### src/rtl/rar_pkg.sv
package rar_pkg;
  function automatic int unsigned rar_cnt_width(input int unsigned depth);
    return $clog2(depth + 1);
  endfunction

  function automatic int unsigned rar_idx_width(input int unsigned depth);
    return (depth > 1) ? $clog2(depth) : 1;
  endfunction
endpackage

### src/rtl/rar_storage.sv
module rar_storage #(
  parameter int unsigned ADDR_W = 32,
  parameter int unsigned DEPTH  = 4,
  localparam int unsigned IDX_W = rar_pkg::rar_idx_width(DEPTH)
) (
  input  logic              clk,
  input  logic              wr_en,
  input  logic [IDX_W-1:0]  wr_idx,
  input  logic [ADDR_W-1:0] wr_data,
  input  logic              rd_en,
  input  logic [IDX_W-1:0]  rd_idx,
  output logic [ADDR_W-1:0] rd_data
);
  logic [ADDR_W-1:0] mem [DEPTH];

  // read-first synchronous port pair, RAM-inferable
  always_ff @(posedge clk) begin
    if (wr_en) mem[wr_idx] <= wr_data;
  end

  always_ff @(posedge clk) begin
    if (rd_en) rd_data <= mem[rd_idx];
  end
endmodule

### src/rtl/rar_ptr_ctrl.sv
module rar_ptr_ctrl #(
  parameter int unsigned DEPTH = 4,
  localparam int unsigned IDX_W = rar_pkg::rar_idx_width(DEPTH),
  localparam int unsigned CNT_W = rar_pkg::rar_cnt_width(DEPTH)
) (
  input  logic             clk,
  input  logic             rst,
  input  logic             push,
  input  logic             pop,
  input  logic             flush,
  output logic             hit,
  output logic [IDX_W-1:0] rd_idx,
  output logic [IDX_W-1:0] wr_idx,
  output logic [CNT_W-1:0] count
);
  localparam logic [IDX_W-1:0] LAST_IDX = IDX_W'(DEPTH - 1);
  localparam logic [CNT_W-1:0] FULL_CNT = CNT_W'(DEPTH);

  logic [IDX_W-1:0] head_q, head_after_pop, head_d;
  logic [CNT_W-1:0] eff_cnt, cnt_d;

  function automatic logic [IDX_W-1:0] idx_up(input logic [IDX_W-1:0] i);
    return (i == LAST_IDX) ? '0 : i + 1'b1;
  endfunction

  function automatic logic [IDX_W-1:0] idx_down(input logic [IDX_W-1:0] i);
    return (i == '0) ? LAST_IDX : i - 1'b1;
  endfunction

  always_comb begin
    // order inside a cycle: flush, then pop, then push
    eff_cnt        = flush ? '0 : count;
    hit            = pop && (eff_cnt != '0);
    rd_idx         = head_q;
    head_after_pop = hit ? idx_down(head_q) : head_q;
    wr_idx         = idx_up(head_after_pop);
    head_d         = push ? wr_idx : head_after_pop;
    cnt_d          = eff_cnt - CNT_W'(hit);
    if (push && cnt_d != FULL_CNT) cnt_d = cnt_d + 1'b1;
  end

  always_ff @(posedge clk) begin
    if (rst) begin
      head_q <= LAST_IDX;
      count  <= '0;
    end else begin
      head_q <= head_d;
      count  <= cnt_d;
    end
  end
endmodule

### src/rtl/ret_addr_ring.sv
module ret_addr_ring #(
  parameter int unsigned ADDR_W = 32,
  parameter int unsigned DEPTH  = 4,
  localparam int unsigned IDX_W = rar_pkg::rar_idx_width(DEPTH),
  localparam int unsigned CNT_W = rar_pkg::rar_cnt_width(DEPTH)
) (
  input  logic              clk,
  input  logic              rst,
  input  logic              push_en,
  input  logic [ADDR_W-1:0] push_addr,
  input  logic              pop_req,
  input  logic              flush,
  output logic              pop_hit,
  output logic [ADDR_W-1:0] pop_addr,
  output logic [CNT_W-1:0]  occupancy,
  output logic              is_full,
  output logic              is_empty
);
  logic             hit_now, hit_q;
  logic [IDX_W-1:0] rd_idx, wr_idx;
  logic [ADDR_W-1:0] rd_data;

  rar_ptr_ctrl #(.DEPTH(DEPTH)) u_ctrl (
    .clk    (clk),
    .rst    (rst),
    .push   (push_en),
    .pop    (pop_req),
    .flush  (flush),
    .hit    (hit_now),
    .rd_idx (rd_idx),
    .wr_idx (wr_idx),
    .count  (occupancy)
  );

  rar_storage #(.ADDR_W(ADDR_W), .DEPTH(DEPTH)) u_store (
    .clk     (clk),
    .wr_en   (push_en),
    .wr_idx  (wr_idx),
    .wr_data (push_addr),
    .rd_en   (hit_now),
    .rd_idx  (rd_idx),
    .rd_data (rd_data)
  );

  always_ff @(posedge clk) begin
    if (rst) hit_q <= 1'b0;
    else     hit_q <= hit_now;
  end

  assign pop_hit  = hit_q;
  assign pop_addr = hit_q ? rd_data : '0;
  assign is_full  = (occupancy == CNT_W'(DEPTH));
  assign is_empty = (occupancy == '0);
endmodule

### config.mk
export PLATFORM = sky130hd
export DESIGN_NAME = ret_addr_ring
export DESIGN_NICKNAME = d
export VERILOG_FILES = /design/src/rtl/rar_pkg.sv /design/src/rtl/rar_storage.sv /design/src/rtl/rar_ptr_ctrl.sv /design/src/rtl/ret_addr_ring.sv
export SDC_FILE = /design/constraint.sdc
export NUM_CORES = 1
export LEC_CHECK = 0
export BUFFER_PORTS_ARGS = -buffer_cell sky130_fd_sc_hd__clkbuf_2
export CAP_MARGIN = 15
export CORE_ASPECT_RATIO = 0.7
export CORE_UTILIZATION = 40
export CTS_CLUSTER_DIAMETER = 150
export CTS_CLUSTER_SIZE = 16
export DETAILED_ROUTE_END_ITERATION = 8
export PLACE_DENSITY = 0.65
export SLEW_MARGIN = 30
export SYNTH_ARGS = -nofsm -noshare
export SYNTH_HDL_FRONTEND = slang
export SYNTH_HIERARCHICAL = 1
export SYNTH_SLANG_ARGS = --single-unit
export TNS_END_PERCENT = 30
### constraint.sdc
create_clock -name clk -period 11.4 [get_ports clk]
set_input_delay 0.57 -clock clk [delete_from_list [all_inputs] [get_ports clk]]
set_output_delay 0.57 -clock clk [all_outputs]
set_load 0.02 [all_outputs]
# Yosys cells after proc, flatten, opt, wreduce, memory -nomap -nowiden
# Memories as Yosys holds them, arrays and structs flattened. A register that Yosys moved wholly into a read port is not among the register bits.
# Index checks and enable logic that the tools add are counted.
[word_totals]
reg_bits = 6
ram_bits = 128
output_inout_bits = 38
wordCells = 25
mem_count = 1
[memory_table]
columns = ["memory", "depth", "word_bits", "read_ports", "rd_ports_with_merged_regs", "write_ports", "line_no", "rtl"]
rows = [
  ["u_store.mem", 4, 32, 1, 1, 1, "rar_storage.sv:14", "logic [ADDR_W-1:0] mem [DEPTH];"],
]
[classes]
addsub = 4
n_eq_ne = 3
mux = 9
reduce_logical = 5
[op_table]
columns = ["operator", "n"]
rows = [
  ["2-to-1 mux 32 bit", 1],
  ["2-to-1 mux 2 bit", 4],
  ["2-to-1 mux 3 bit", 2],
  ["adder 3 x 1 -> 3 bit (second input constant)", 1],
  ["equality test 3 bit (second input constant)", 1],
  ["logical NOT 3 bit", 1],
  ["!= test 3 bit (second input constant)", 1],
  ["nonzero test 3 bit", 1],
  ["subtractor 3 x 1 -> 3 bit", 1],
  ["adder 2 x 1 -> 2 bit (second input constant)", 1],
  ["equality test 2 bit (second input constant)", 1],
  ["logical AND 1 bit", 2],
  ["logical NOT 2 bit", 1],
  ["2-to-1 mux 1 bit", 2],
  ["subtractor 2 x 1 -> 2 bit (second input constant)", 1],
]

# Logic depth before layout (Yosys ltp)
[depth]
word_depth = 7
depth_mapped = 8

# By module
# Netlist, hierarchy kept.
[modules_own_cells]
columns = ["mod", "instances", "cells_each", "area_per_inst_um2", "seq_area_each_um2"]
rows = [
  ["rar_storage", 1, 203, 5650.4, 4804.6],
  ["rar_ptr_ctrl", 1, 44, 374.1, 100.1],
  ["ret_addr_ring", 1, 39, 294.0, 20.0],
]

# Worst setup path before layout
# Ideal clock, no wire load.
[synth_timing]
kind = "register to register"
from = "register u_ctrl.count[0]"
to = "memory u_store.mem[0][0] (enable)"
setup_time_ps = 468
arrival_time_ps = 3693
setup_slack_ps = 7239
stages_incl_launch_ff = 6
period_less_slack_ps = 4161
cell_sequence = "dfxtp_1 > or3_4 > a21o_2 > and2_1 > xnor2_1 > nor3b_1"
[synth_via]
elab_chain_len = 6
[synth_rtl]
columns = ["element", "line_no", "rtl"]
rows = [
  ["start: declaration", "rar_ptr_ctrl.sv:14", "output logic [CNT_W-1:0] count"],
  ["start signal: assignment", "rar_ptr_ctrl.sv:48", "count <= cnt_d;"],
  ["2-to-1 mux 3 bit *", "rar_ptr_ctrl.sv:32", "eff_cnt = flush ? '0 : count;"],
  ["nonzero test 3 bit *", "rar_ptr_ctrl.sv:33", "hit = pop && (eff_cnt != '0);"],
  ["logical AND 1 bit *", "rar_ptr_ctrl.sv:33", ""],
  ["2-to-1 mux 2 bit *", "rar_ptr_ctrl.sv:35", "head_after_pop = hit ? idx_down(head_q) : head_q;"],
  ["adder 2 x 1 -> 2 bit / equality test 2 bit (equally long branches)", "rar_ptr_ctrl.sv:23", "return (i == LAST_IDX) ? '0 : i + 1'b1;"],
  ["2-to-1 mux 2 bit *", "rar_ptr_ctrl.sv:23", ""],
  ["named net wr_idx[1]", "ret_addr_ring.sv:20", "logic [IDX_W-1:0] rd_idx, wr_idx;"],
  ["end: declaration", "rar_storage.sv:14", ""],
]
# Mark *: on every way through the listed nets, which the timed path passes. The rest lies on a longest branch.

# Worst setup path after layout
[layout_timing]
from = "register u_ctrl.head_q[1], in the netlist u_ctrl/rd_idx[1]"
to = "memory u_store.mem[3][10] (enable)"
[layout_via]
elab_chain_len = 5
[layout_rtl]
columns = ["element", "line_no", "rtl"]
rows = [
  ["start: declaration", "rar_ptr_ctrl.sv:19", "logic [IDX_W-1:0] head_q, head_after_pop, head_d;"],
  ["start signal: assignment", "rar_ptr_ctrl.sv:44", "head_q <= LAST_IDX;"],
  ["start signal: assignment", "rar_ptr_ctrl.sv:47", "head_q <= head_d;"],
  ["subtractor 2 x 1 -> 2 bit / logical NOT 2 bit (equally long branches)", "rar_ptr_ctrl.sv:27", "return (i == '0) ? LAST_IDX : i - 1'b1;"],
  ["2-to-1 mux 2 bit", "rar_ptr_ctrl.sv:27", ""],
  ["2-to-1 mux 2 bit *", "rar_ptr_ctrl.sv:35", ""],
  ["adder 2 x 1 -> 2 bit / equality test 2 bit (equally long branches)", "rar_ptr_ctrl.sv:23", ""],
  ["2-to-1 mux 2 bit *", "rar_ptr_ctrl.sv:23", ""],
  ["named net wr_idx[1]", "ret_addr_ring.sv:20", ""],
]
# Marks and branches as above.

==> impl_results.md <==
* Synth-to-Final Area Change at 18.9%
* Clk sinks at 166
* Switch share at 20.9%
* Clock buffer depth at 2
* GRT Overall Usage at 14.3%
* Post-CTS Setup Inserts at 0
* Comb pwr share at 8.8%
* CTS tree: yes
* Layout cells sized above 1 at 47.3%
* Vias in the first global route at 3085
* Seq/Total Area, Yosys at 77.9%
* Synth Area per Inst at 22.1 um^2
* Yosys warns at 6
* Hold Vio Cnt, Final at 0
* # IOs at 75
* Clock insertion delay at the later pin of the skew report at 410 ps
* Root buffer cell: clkbuf_16
* Synth area leader: edfxtp_1
* Syn_nets at 327
* Rel. slew slack at 40.1%
* Crit. End Element: register
* CTS H-tree depth at 4
* Arrival @ worst endpoint at 3190 ps
* Nets@finish at 413
* Std cell rows at 38
* Synth top cells by count: edfxtp_1, and2_2, mux4_2, dfxtp_1
* PD cells at 199 mW/mm^2
* DRC viols at 5
* Core Box Area at 0.0155 mm^2
* Max Freq at 316 MHz
* Synth Area in Compound Gates at 1.11%
* First-pass GRT wire length at 16.9 mm
* Seq pwr share at 50.7%
* Failing checks: DRC
* Grt ovf at 0
* Fillers at 1267
* Drt first pass iters at 9
* DR WL/cell at 18.3 um
* Fin Hold WS at 379 ps
* Largest net degree at the start of global routing at 35
* Mapped Area at 0.00632 mm^2
* Sw Pwr at 313 uW
* CTS buffer count at 17
* DR vias/cell at 4.97
* Yosys reg bits at 166
* Worst hold path class: input pin to register
* Die Ht at 107 um
* Crit path launch type: register
* Post_cts resized at 0
* Worst vdd ir at 0.0000861 V
* Critical path cell sequence: inv_1, ha_1, nand3_1, and2_1, xnor2_1, and3_2
* Synth Area in Simple Gates at 6.30%
* LEAKAGE at 2.69 nW
* CP max FO at 34
* Top cell type's share of synthesized area at 76.0%
* Max-cap violation count at 0
* CP required at 11430 ps
* EDFF count, synth at 160
* Synth cell types at 33
* Worst path max stage delay at 920 ps
* Final wirelength at 10.7 mm
* RSZ-0062 raised after global routing: false
* Initial antenna violation count at 0
* Share of synthesized registers carrying an async set or reset at 0%
* Clock share of power at 40.6%
* Fin. max-slew vios at 0
* Starting DRT DRC Count at 233
* Post-Synth XOR/XNOR Area at 0.277%
* Dominant cells by area after synthesis: edfxtp_1, mux4_2, and2_2, dfxtp_1, buf_12
* Main combinational cell family by area after synthesis: multiplexers
* Ys flop type: edfxtp_1
* IO Port Bufs at 74
* Final setup vio count at 0
* Via Count at 2908
* Count leader, synth: edfxtp_1
* Synth Area in Adders at 0.792%
* Die span in x at 152 um
* Setup tns final at 0 ps
* Die area at 0.0163 mm^2
* Crit path kind: register to register
* Starting Density at 40.9%
* CTS Hold Bufs at 0
* P_int at 1.18 mW
* Status: complete, but fails checks
* Routability Congestion at 0.699
* Final worst-path cycle share at 27.7%
* Measured slew at the worst slew-check pin at 899 ps
* Clock transition at the registers of the reported paths at 60 ps
* Number of diodes at 0
* Antenna-violating nets left at 0
* Clk_skew at 7.89 ps
* CP max stage cell: dfxtp_2
* Detailed placement HPWL at 6.49 mm
* Min Tclk post-route at 3160 ps
* Post-synthesis mux area share at 11.7%
* Cells after Synth at 286
-- registers in the layout (all words and copies together) (netlist names) --
signal,count
u_store/mem,128
u_ctrl/count,3
u_store/rd_data,32
pop_hit,1
u_ctrl/rd_idx,2
-- power groups by stage --
stage | logic (mW) | clock network, mW | registers [mW]
CTS | 0.135 | 0.620 | 0.759
global placement | 0.130 | 0 | 0.769
detailed placement | 0.135 | 0 | 0.772
floorplan | 0.0992 | 0 | 0.760
finish | 0.131 | 0.607 | 0.759
global route | 0.143 | 0.644 | 0.764
-- layout by cell type, fill, tap and decap left out, types with 2 or more instances in the layout --
master      instances
edfxtp_1          160
clkbuf_2           74
and2_2             33
mux4_2             30
clkbuf_16          17
bufinv_16           5
inv_1               5
a21oi_1             5
ha_1                4
nor2b_1             3
clkinv_4            3
buf_4               3
dfxtp_2             3
dfxtp_1             3
clkinvlp_4          2
clkbuf_1            2
clkinv_2            2
nand2_1             2
nand3_1             2
xnor2_1             2
o211ai_1            2
or2_2               2
mux4_1              2
and3b_2             2
-- cells by family after synthesis --
kind of cell,after synthesis
xor gates and xnor gates,2
and+or+nand+nor,55
muxes,33
DFF,166
buffers and inverters,15
adders and majority gates,4
AOI/OAI and AO/OA,11
-- routing by layer --
| metal | routed length [um] | global-route usage, % | vias to the layer above |
|---|---|---|---|
| met5 | 0 | 0 | - |
| met4 | 99 | 5.69 | 0 |
| met3 | 853 | 3.48 | 12 |
| met2 | 5020 | 23.3 | 106 |
| met1 | 4730 | 18.8 | 1465 |
| li1 | - | - | 1325 |
-- per-stage QoR --
stage               setup WS, ps  std cells  power [mW]  util, %  cell area [um^2]
floorplan                   7240        286       0.859        -              6320
global placement            8390        553       0.899     44.5              6870
detailed placement          8230        553       0.906     44.5              6870
CTS                         8210        585        1.51     48.6              7510
global route                8030        585        1.55     48.6              7510
finish                      8240        585        1.50     48.6              7510
-- final timing paths --
| path | depth (start not counted) | end | from | slack, ps |
|---|---|---|---|---|
| hold / removal | 1 | u_store/mem[1][27] | push_addr[27] | 380 |
| setup / recovery | 6 | u_store/mem[3][10] | u_ctrl/rd_idx[1] | 8240 |
| setup reg to reg | 6 | u_store/mem[3][10] | u_ctrl/rd_idx[1] | 8240 |
| hold reg to reg | 1 | u_store/rd_data[28] | u_store/mem[3][28] | 630 |
-- layout make-up --
type                       instances  area, um^2  area share [%]
clock inverter                    13         205            2.73
sequential                       166        4930            65.6
clock buffer                      19         433            5.76
inverter                           5        18.8           0.250
timing repair buffer              77         393            5.23
tap                              200         250            3.33
multi-input combinational        105        1280            17.1
-- critical path, delay by kind of cell (launching register included) --
kind / cells / cell delay, ps
fa+ha+maj: 1 / 310
buf+inv: 1 / 120
flops: 1 / 920
simple gates: 3 / 1120
xor+xnor: 1 / 310
Note: power is estimated with default switching activity, not from simulation.
